**src/rtl/fdiv_pkg.sv**
```systemverilog
package fdiv_pkg;

    localparam int NINT_W   = 16;
    localparam int FRAC_W   = 3;
    localparam int ACC_W    = FRAC_W + 1;
    localparam int NINT_MIN = 2;

    typedef enum logic {
        MOD_EIGHT = 1'b0,
        MOD_FIVE  = 1'b1
    } mod_sel_e;

    typedef struct packed {
        logic [NINT_W-1:0] nint;
        logic [FRAC_W-1:0] nf;
        mod_sel_e          qsel;
    } ratio_cfg_t;

    localparam ratio_cfg_t RST_CFG = '{nint: NINT_W'(NINT_MIN), nf: '0, qsel: MOD_EIGHT};

    function automatic logic [ACC_W-1:0] q_of(input mod_sel_e s);
        return (s == MOD_FIVE) ? ACC_W'(5) : ACC_W'(8);
    endfunction

    function automatic ratio_cfg_t sanitize(input ratio_cfg_t c);
        ratio_cfg_t       r;
        logic [ACC_W-1:0] qv;
        r  = c;
        qv = q_of(c.qsel);
        if (c.nint < NINT_W'(NINT_MIN))
            r.nint = NINT_W'(NINT_MIN);
        if ({1'b0, c.nf} >= qv)
            r.nf = FRAC_W'(qv - ACC_W'(1));
        return r;
    endfunction

endpackage

```
**src/rtl/fdiv_ratio_regs.sv**
```systemverilog
module fdiv_ratio_regs
    import fdiv_pkg::*;
(
    input  logic       clk,
    input  logic       rst,
    input  logic       en_i,
    input  logic       load_i,
    input  ratio_cfg_t shadow_i,
    input  logic       commit_i,
    output ratio_cfg_t eff_o,
    output ratio_cfg_t work_o
);

    ratio_cfg_t shadow_s;
    ratio_cfg_t work_q;
    ratio_cfg_t pend_cfg_q;
    logic       pend_q;

    always_comb begin
        shadow_s = sanitize(shadow_i);
        if (load_i)
            eff_o = shadow_s;
        else if (pend_q)
            eff_o = pend_cfg_q;
        else
            eff_o = work_q;
    end

    always_ff @(posedge clk) begin
        if (rst) begin
            work_q     <= RST_CFG;
            pend_cfg_q <= RST_CFG;
            pend_q     <= 1'b0;
        end else if (!en_i) begin
            work_q <= eff_o;
            pend_q <= 1'b0;
        end else if (commit_i) begin
            work_q <= eff_o;
            pend_q <= 1'b0;
        end else if (load_i) begin
            pend_cfg_q <= shadow_s;
            pend_q     <= 1'b1;
        end
    end

    assign work_o = work_q;

    p_hold_mid_r7: assert property (@(posedge clk) disable iff (rst)
        (en_i && !commit_i) |=> $stable(work_q))
        else $error("working ratio changed between boundaries");

    p_pend_clear_r7: assert property (@(posedge clk) disable iff (rst)
        commit_i |=> !pend_q)
        else $error("pending value not consumed at boundary");

endmodule

```
**src/rtl/fdiv_accum.sv**
```systemverilog
module fdiv_accum
    import fdiv_pkg::*;
(
    input  logic              clk,
    input  logic              rst,
    input  logic              en_i,
    input  logic              step_i,
    input  logic [FRAC_W-1:0] nf_i,
    input  mod_sel_e          qsel_i,
    output logic              carry_o,
    output logic [ACC_W-1:0]  acc_o
);

    logic [ACC_W-1:0] acc_q;
    logic [ACC_W-1:0] sum_w;
    logic [ACC_W-1:0] q_w;
    logic [ACC_W-1:0] next_w;
    logic             over_w;

    always_comb begin
        q_w     = q_of(qsel_i);
        sum_w   = acc_q + ACC_W'(nf_i);
        over_w  = (sum_w >= q_w);
        next_w  = over_w ? (sum_w - q_w) : sum_w;
        carry_o = step_i && over_w;
    end

    always_ff @(posedge clk) begin
        if (rst || !en_i)
            acc_q <= '0;
        else if (step_i)
            acc_q <= next_w;
    end

    assign acc_o = acc_q;

    p_acc_zero_off_r8: assert property (@(posedge clk) disable iff (rst)
        !en_i |=> (acc_q == '0))
        else $error("accumulator not cleared while disabled");

endmodule

```
**src/rtl/fdiv_counter.sv**
```systemverilog
module fdiv_counter
    import fdiv_pkg::*;
(
    input  logic              clk,
    input  logic              rst,
    input  logic              en_i,
    input  logic [NINT_W-1:0] nint_i,
    input  logic              carry_i,
    output logic              commit_o,
    output logic              wrap_o,
    output logic              pulse_o
);

    logic [NINT_W-1:0] cnt_q;
    logic [NINT_W-1:0] reload_w;
    logic              started_q;
    logic              pulse_q;

    always_comb begin
        wrap_o   = en_i && started_q && (cnt_q == '0);
        commit_o = en_i && (!started_q || (cnt_q == '0));
        reload_w = nint_i - NINT_W'(1) + NINT_W'(carry_i);
    end

    always_ff @(posedge clk) begin
        if (rst || !en_i) begin
            cnt_q     <= '0;
            started_q <= 1'b0;
            pulse_q   <= 1'b0;
        end else begin
            started_q <= 1'b1;
            pulse_q   <= wrap_o;
            if (commit_o)
                cnt_q <= reload_w;
            else
                cnt_q <= cnt_q - NINT_W'(1);
        end
    end

    assign pulse_o = pulse_q;

    p_pulse_gap_r2: assert property (@(posedge clk) disable iff (rst)
        pulse_q |=> !pulse_q)
        else $error("output pulse wider than one clock");

    p_reload_nz_r2: assert property (@(posedge clk) disable iff (rst)
        wrap_o |=> (cnt_q != '0))
        else $error("boundary reload gave a ratio below two");

    p_off_quiet_r9: assert property (@(posedge clk) disable iff (rst)
        !en_i |=> !pulse_q)
        else $error("pulse while disabled");

endmodule

```
**src/rtl/fdiv_main.sv**
```systemverilog
module fdiv_main
    import fdiv_pkg::*;
(
    input  logic              clk,
    input  logic              rst,
    input  logic              en,
    input  logic              load,
    input  logic [NINT_W-1:0] shadow_nint,
    input  logic [FRAC_W-1:0] shadow_frac,
    input  logic              shadow_mod,
    output logic              div_pulse
);

    ratio_cfg_t       shadow_w;
    ratio_cfg_t       eff_w;
    ratio_cfg_t       work_w;
    logic             commit_w;
    logic             wrap_w;
    logic             carry_w;
    logic [ACC_W-1:0] acc_w;

    always_comb begin
        shadow_w.nint = shadow_nint;
        shadow_w.nf   = shadow_frac;
        shadow_w.qsel = mod_sel_e'(shadow_mod);
    end

    fdiv_ratio_regs u_regs (
        .clk      (clk),
        .rst      (rst),
        .en_i     (en),
        .load_i   (load),
        .shadow_i (shadow_w),
        .commit_i (commit_w),
        .eff_o    (eff_w),
        .work_o   (work_w)
    );

    fdiv_accum u_acc (
        .clk     (clk),
        .rst     (rst),
        .en_i    (en),
        .step_i  (wrap_w),
        .nf_i    (eff_w.nf),
        .qsel_i  (eff_w.qsel),
        .carry_o (carry_w),
        .acc_o   (acc_w)
    );

    fdiv_counter u_cnt (
        .clk      (clk),
        .rst      (rst),
        .en_i     (en),
        .nint_i   (eff_w.nint),
        .carry_i  (carry_w),
        .commit_o (commit_w),
        .wrap_o   (wrap_w),
        .pulse_o  (div_pulse)
    );

    p_acc_bound_r4: assert property (@(posedge clk) disable iff (rst)
        acc_w < q_of(work_w.qsel))
        else $error("accumulator outside working modulus");

endmodule

```
**config.mk**
```make
export PLATFORM = sky130hd
export DESIGN_NAME = fdiv_main
export DESIGN_NICKNAME = d
export VERILOG_FILES = /design/src/rtl/fdiv_pkg.sv /design/src/rtl/fdiv_ratio_regs.sv /design/src/rtl/fdiv_accum.sv /design/src/rtl/fdiv_counter.sv /design/src/rtl/fdiv_main.sv
export SDC_FILE = /design/constraint.sdc
export NUM_CORES = 1
export LEC_CHECK = 0
export ABC_CLOCK_PERIOD_IN_PS = 4720
export CORE_ASPECT_RATIO = 2
export CORE_MARGIN = 3
export CORE_UTILIZATION = 40
export DETAILED_ROUTE_END_ITERATION = 6
export DONT_BUFFER_PORTS = 1
export GPL_TIMING_DRIVEN = 0
export MAX_ROUTING_LAYER = met4
export SETUP_SLACK_MARGIN = 0.4
export SYNTH_ARGS = -nofsm -noshare
export SYNTH_HDL_FRONTEND = slang
export SYNTH_HIERARCHICAL = 1
export SYNTH_SLANG_ARGS = --single-unit
```
**constraint.sdc**
```tcl
create_clock -name clk -period 4.72 [get_ports clk]
set_input_delay 0.236 -clock clk [delete_from_list [all_inputs] [get_ports clk]]
set_output_delay 0.236 -clock clk [all_outputs]
set_load 0.01 [all_outputs]
```
# Yosys cells after proc, flatten, opt, wreduce, memory -nomap -nowiden
# Cells that the tools add are included.
dict set report op_classes {
  muxes 11
  eq_ne 1
  reduce_logical 11
  magnitude_cmp 3
  n_addsub 6
  bitwise 2
}
# cell n
set ops {}
lappend ops {{$mux 20} 4}
lappend ops {{$mux 16} 2}
lappend ops {{$sub 16x1->16 const B} 2}
lappend ops {{$add 16x1->16} 1}
lappend ops {{$logic_not 16->1} 1}
lappend ops {{$lt 16x2->1 const B} 1}
lappend ops {{$mux 4} 3}
lappend ops {{$add 4x3->4} 1}
lappend ops {{$ge 3x4->1} 1}
lappend ops {{$ge 4x4->1} 1}
lappend ops {{$logic_and 1x1->1} 4}
lappend ops {{$sub 4x4->4} 1}
lappend ops {{$mux 3} 1}
lappend ops {{$reduce_and 3->1} 1}
lappend ops {{$reduce_or 3->1} 1}
lappend ops {{$sub 3x1->3 const B} 1}
lappend ops {{$logic_not 1->1} 2}
lappend ops {{$logic_or 1x1->1} 2}
lappend ops {{$ne 2x1->1 const B} 1}
lappend ops {{$not 1->1} 2}
lappend ops {{$mux 1} 1}
dict set report word_totals {
  inputBits 24
  register_bits 63
  out_inout_bits 1
}

# Logic depth before layout (Yosys ltp)
dict set report depth {
  word_depth 9
  depth_mapped 21
  ltp_nobuf 21
}

# Modules after synthesis
# The synthesis kept the hierarchy.
# mod n_inst seq_area_each_um2 area_each_um2 cells_each
set modules_own_cells {}
lappend modules_own_cells {fdiv_ratio_regs 1 820.8 1986.9 222}
lappend modules_own_cells {fdiv_counter 1 360.3 1214.9 144}
lappend modules_own_cells {fdiv_accum 1 80.1 404.1 41}

# Worst setup path before layout
# Ideal clock, no wire load.
dict set report synth_timing {
  path_kind {input to register}
  from {in shadow_frac[0]}
  to {reg u_cnt.cnt_q[6]}
  arrival_ns 4.020
  setup_time_ns 0.138
  slack_ns 0.562
  path_stages 20
  path_cell_list {inv_1 ha_1 and4bb_2 nor3_1 nor2_1 ha_1 fa_1 xor2_1 ha_1 nand2_1 a21oi_2 a211oi_4 and2b_2 inv_1 ha_1 ha_1 or3b_2 o31a_1 a211oi_1 a211oi_1}
}
# item line_no
set synth_lines {}
lappend synth_lines {{from (decl)} fdiv_main.sv:9} ;# input logic [FRAC_W-1:0] shadow_frac,
lappend synth_lines {{to (signal assigned)} fdiv_counter.sv:34} ;# cnt_q <= reload_w;
lappend synth_lines {{to (signal assigned)} fdiv_counter.sv:36} ;# cnt_q <= cnt_q - NINT_W'(1);
lappend synth_lines {{to (decl)} fdiv_counter.sv:14} ;# logic [NINT_W-1:0] cnt_q;

==> flow_metrics.py <==
metrics = {
    "floorplan": {
        "die_x_um": 73.1,
        "core_mm2": 0.00871,
        "io_pins": 25,
        "initial_core_util_pct": 41.4,
        "row_count": 48,
        "die_h_um": 140,
        "dieArea_mm2": 0.0103,
    },
    "clocking": {
        "cts_tree": "built",
        "cts_buffers": 9,
        "htreeDepth": 3,
        "cts.reportedPaths.clkPinSlew_ns": 0.06,
        "clockRootBuffer": "clkbuf_16",
        "clock_sinks": 63,
        "worstSkewPairLatency_ns": 0.33,
        "clk_path_buf_depth": 2,
    },
    "global_route": {
        "grt_max_degree": 12,
        "grt_use_total_pct": 21.7,
        "grt_pass1_wl_mm": 16.3,
        "overflow": 0,
        "grt_pass1_vias": 3147,
        "antenna_found_initial": 0,
    },
    "detailed_routing": {
        "postRouteAntennaNets": 0,
        "drtPass1Iterations": 4,
        "drt_iter0_markers": 177,
        "wl_mm": 10.2,
        "num_vias": 3100,
        "wl_per_cell_um": 19.3,
        "drc": 0,
        "viasPerCell": 5.87,
    },
    "yosys": {
        "synth_area_leaders": "dfxtp_1 (35%), mux2i_1 (6.1%), nand2_1 (5.9%)",
        "synth_ff_type": "dfxtp_1",
        "syn_area_mm2": 0.00361,
        "synth-edff-count": 0,
        "syn_nets": 443,
        "synth_warnings": 6,
        "synth-async-reset-ratio_pct": 0,
        "netlist.area_leader.share_pct": 35.0,
        "syn_area_per_cell_um2": 8.86,
        "synth.distinct_cells": 66,
        "netlist_instances": 407,
        "synth_top_area_cell": "dfxtp_1",
        "synth_seq_cells": 63,
        "ys_seq_area_share_pct": 35.0,
    },
    "timing": {
        "setup_violations": 0,
        "tightestPinTransition_ns": 1.08,
        "hold_slack_ns": 0.0340,
        "rsz0062_at_grt": "no",
        "fin_crit_ns": 4.22,
        "hold_violations": 0,
        "clock_skew_ns": 0.00878,
        "max_freq_mhz": 237,
        "max-slew-margin-rel_pct": 27.7,
        "fin_crit_sh_pct": 89.4,
        "final_max_slew_viol_count": 0,
        "setup_tns_ns": 0,
    },
    "worst_hold_path": {
        "min_to": "u_regs/pend_cfg_q[0]$_SDFFE_PP0P_",
        "hold_depth": 2,
        "min_from": "shadow_mod",
        "worst_hold_path_type": "input port to register",
    },
    "place": {
        "portBuffers": 0,
        "dp.cells": 507,
        "globalplace.congestion": 0.878,
        "dp.final_hpwl_mm": 7.49,
        "place_area_mm2": 0.00373,
    },
    "worst_setup_path": {
        "critPathMaxFanout": 5,
        "cp_cell_sequence": "buf_6, buf_12, a211oi_4, nor2_1, ha_1, fa_2, xor2_2, ha_4, nand2_1, a21oi_2, a211oi_4, and2b_2, inv_1, ha_2, ha_2, nor3b_2, nand3_1, xor2_1, o22ai_1",
        "crit_path_end_kind": "register",
        "cp_data_required_time_ns": 4.97,
        "cp_slowest_stage_delay_ns": 0.51,
        "path_class": "register to register",
        "arrival_ns": 4.47,
        "crit_path_top_delay_cell": "nor3b_2",
        "r2r_cells": 19,
        "startpoint_type": "register",
        "critPathLaunch": "u_regs/pend_q$_SDFFE_PP0P_",
        "r2r-end": "u_cnt/cnt_q[10]$_SDFF_PN0_",
        "reg2reg_slack_ns": 0.50,
        "r2r-start": "u_regs/pend_q$_SDFFE_PP0P_",
    },
    "power": {
        "peakVddDrop_mv": 0.222,
        "p_per_area_mw_per_mm2": 382,
        "leakage_nw": 1.57,
    },
    "outcome": {
        "outcome": "finished, final reports clean",
    },
    "finish": {
        "fin_nets": 459,
        "post-route-util_pct": 48.1,
        "fin_cells": 528,
        "final_cell_mix": "dfxtp_1 (63), nand2_1 (57), a21oi_1 (24)",
        "antennaDiodeCount": 0,
        "drive_above_1_share_pct": 16.4,
        "syn2layout_area_growth_pct": 16.2,
        "final_common_cell": "dfxtp_1",
        "final_area_mm2": 0.00419,
        "fillers": 814,
    },
    "run": {
        "cap_violations": 0,
    },
}
## repair_timing
item                                    CTS  global route
endpoints found under the setup margin   13             9
buffers inserted                          3             2
pin swaps                                 4             4
hold buffers                              0             0
resized for setup                        12            10
## layer usage
| layer | up-vias | routed length [um] | global-route usage [%] |
|---|---|---|---|
| li1 | 1534 | - | - |
| met1 | 1480 | 3510 | 19.8 |
| met2 | 63 | 5940 | 39.9 |
| met3 | 23 | 375 | 4.60 |
| met4 | 0 | 357 | 11.5 |
| met5 | - | 0 | - |
## power breakdown
| part | internal [W] | switching (W) |
|---|---|---|
| logic | 0.000147 | 0.000195 |
| clock network | 0.000420 | 0.000244 |
| registers | 0.000567 | 0.0000283 |
| total | 0.00113 | 0.000467 |
## layout make-up
| class | instances | area (um^2) | area share [%] |
|---|---|---|---|
| Timing Repair Buffer | 5 | 37.5 | 0.896 |
| Buffer | 21 | 160 | 3.82 |
| Sequential cell | 63 | 1260 | 30.1 |
| Multi-Input combinational cell | 308 | 2250 | 53.7 |
| Inverter | 15 | 56.3 | 1.34 |
| Clock inverter | 6 | 60.1 | 1.43 |
| Tap cell | 100 | 125 | 2.99 |
| Clock buffer | 10 | 239 | 5.70 |
## critical path: cells and delay by family (launching register included)
kind                       cells  cell delay (ns)
adders and majority gates      5             1.24
and+or+nand+nor                5             1.14
AOI/OAI and AO/OA              4             0.68
xor gates and xnor gates       2             0.43
buffers and inverters          3             0.32
DFF                            1             0.30
## cells in the mapped netlist (4+ instances only)
cell type  count
a211oi_1       8
a21oi_1       25
a22o_1        17
buf_2          6
buf_6          6
clkbuf_1       7
dfxtp_1       63
ha_1          11
inv_1         15
mux2i_1       22
nand2_1       57
nand3_1        5
nand4_1        6
nor2_1        12
nor3_1        18
nor4_1        12
o21ai_0       14
o21ai_1        7
o22ai_1        7
or4_1          4
xnor2_1       14
xor2_1        11
## how the worst max path moves through the flow
stage                                  to  slack [ns]  cells past startpoint
3_5_place_dp    u_cnt/cnt_q[7]$_SDFF_PN0_       -0.14                     19
4_1_cts         u_cnt/cnt_q[6]$_SDFF_PN0_        0.41                     19
6_report       u_cnt/cnt_q[10]$_SDFF_PN0_        0.50                     19
3_3_place_gp    u_cnt/cnt_q[7]$_SDFF_PN0_       -0.08                     19
5_1_grt         u_cnt/cnt_q[6]$_SDFF_PN0_        0.37                     19
2_1_floorplan   u_cnt/cnt_q[6]$_SDFF_PN0_        0.56                     20
## cell families (layout without fill, tap and decap cells)
logic type	Yosys count	in the layout	share of synthesized area, %
XOR/XNOR	25	25	6.07
flip-flops	63	63	35.0
AO/OA/AOI/OAI	103	103	20.4
multiplexers	24	24	6.94
AND/OR/NAND/NOR	144	144	21.5
adder cells (fa/ha/maj)	12	12	4.37
buffers and inverters	36	57	5.76
## flip-flops by register name, summed over array words and instances, names as in the netlist
signal	count
u_regs/pend_q	1
u_cnt/pulse_o	1
u_acc/acc_o	4
u_cnt/started_q	1
u_regs/work_o	20
u_regs/pend_cfg_q	20
u_cnt/cnt_q	16
## metrics by stage
step           setup WS [ns]  total power (W)
2_1_floorplan          0.562         0.000852
3_3_place_gp         -0.0752         0.000919
3_5_place_dp          -0.142         0.000922
4_1_cts                0.411          0.00160
5_1_grt                0.369          0.00168
6_report               0.503          0.00160
Power figures use the tool's default switching activity.
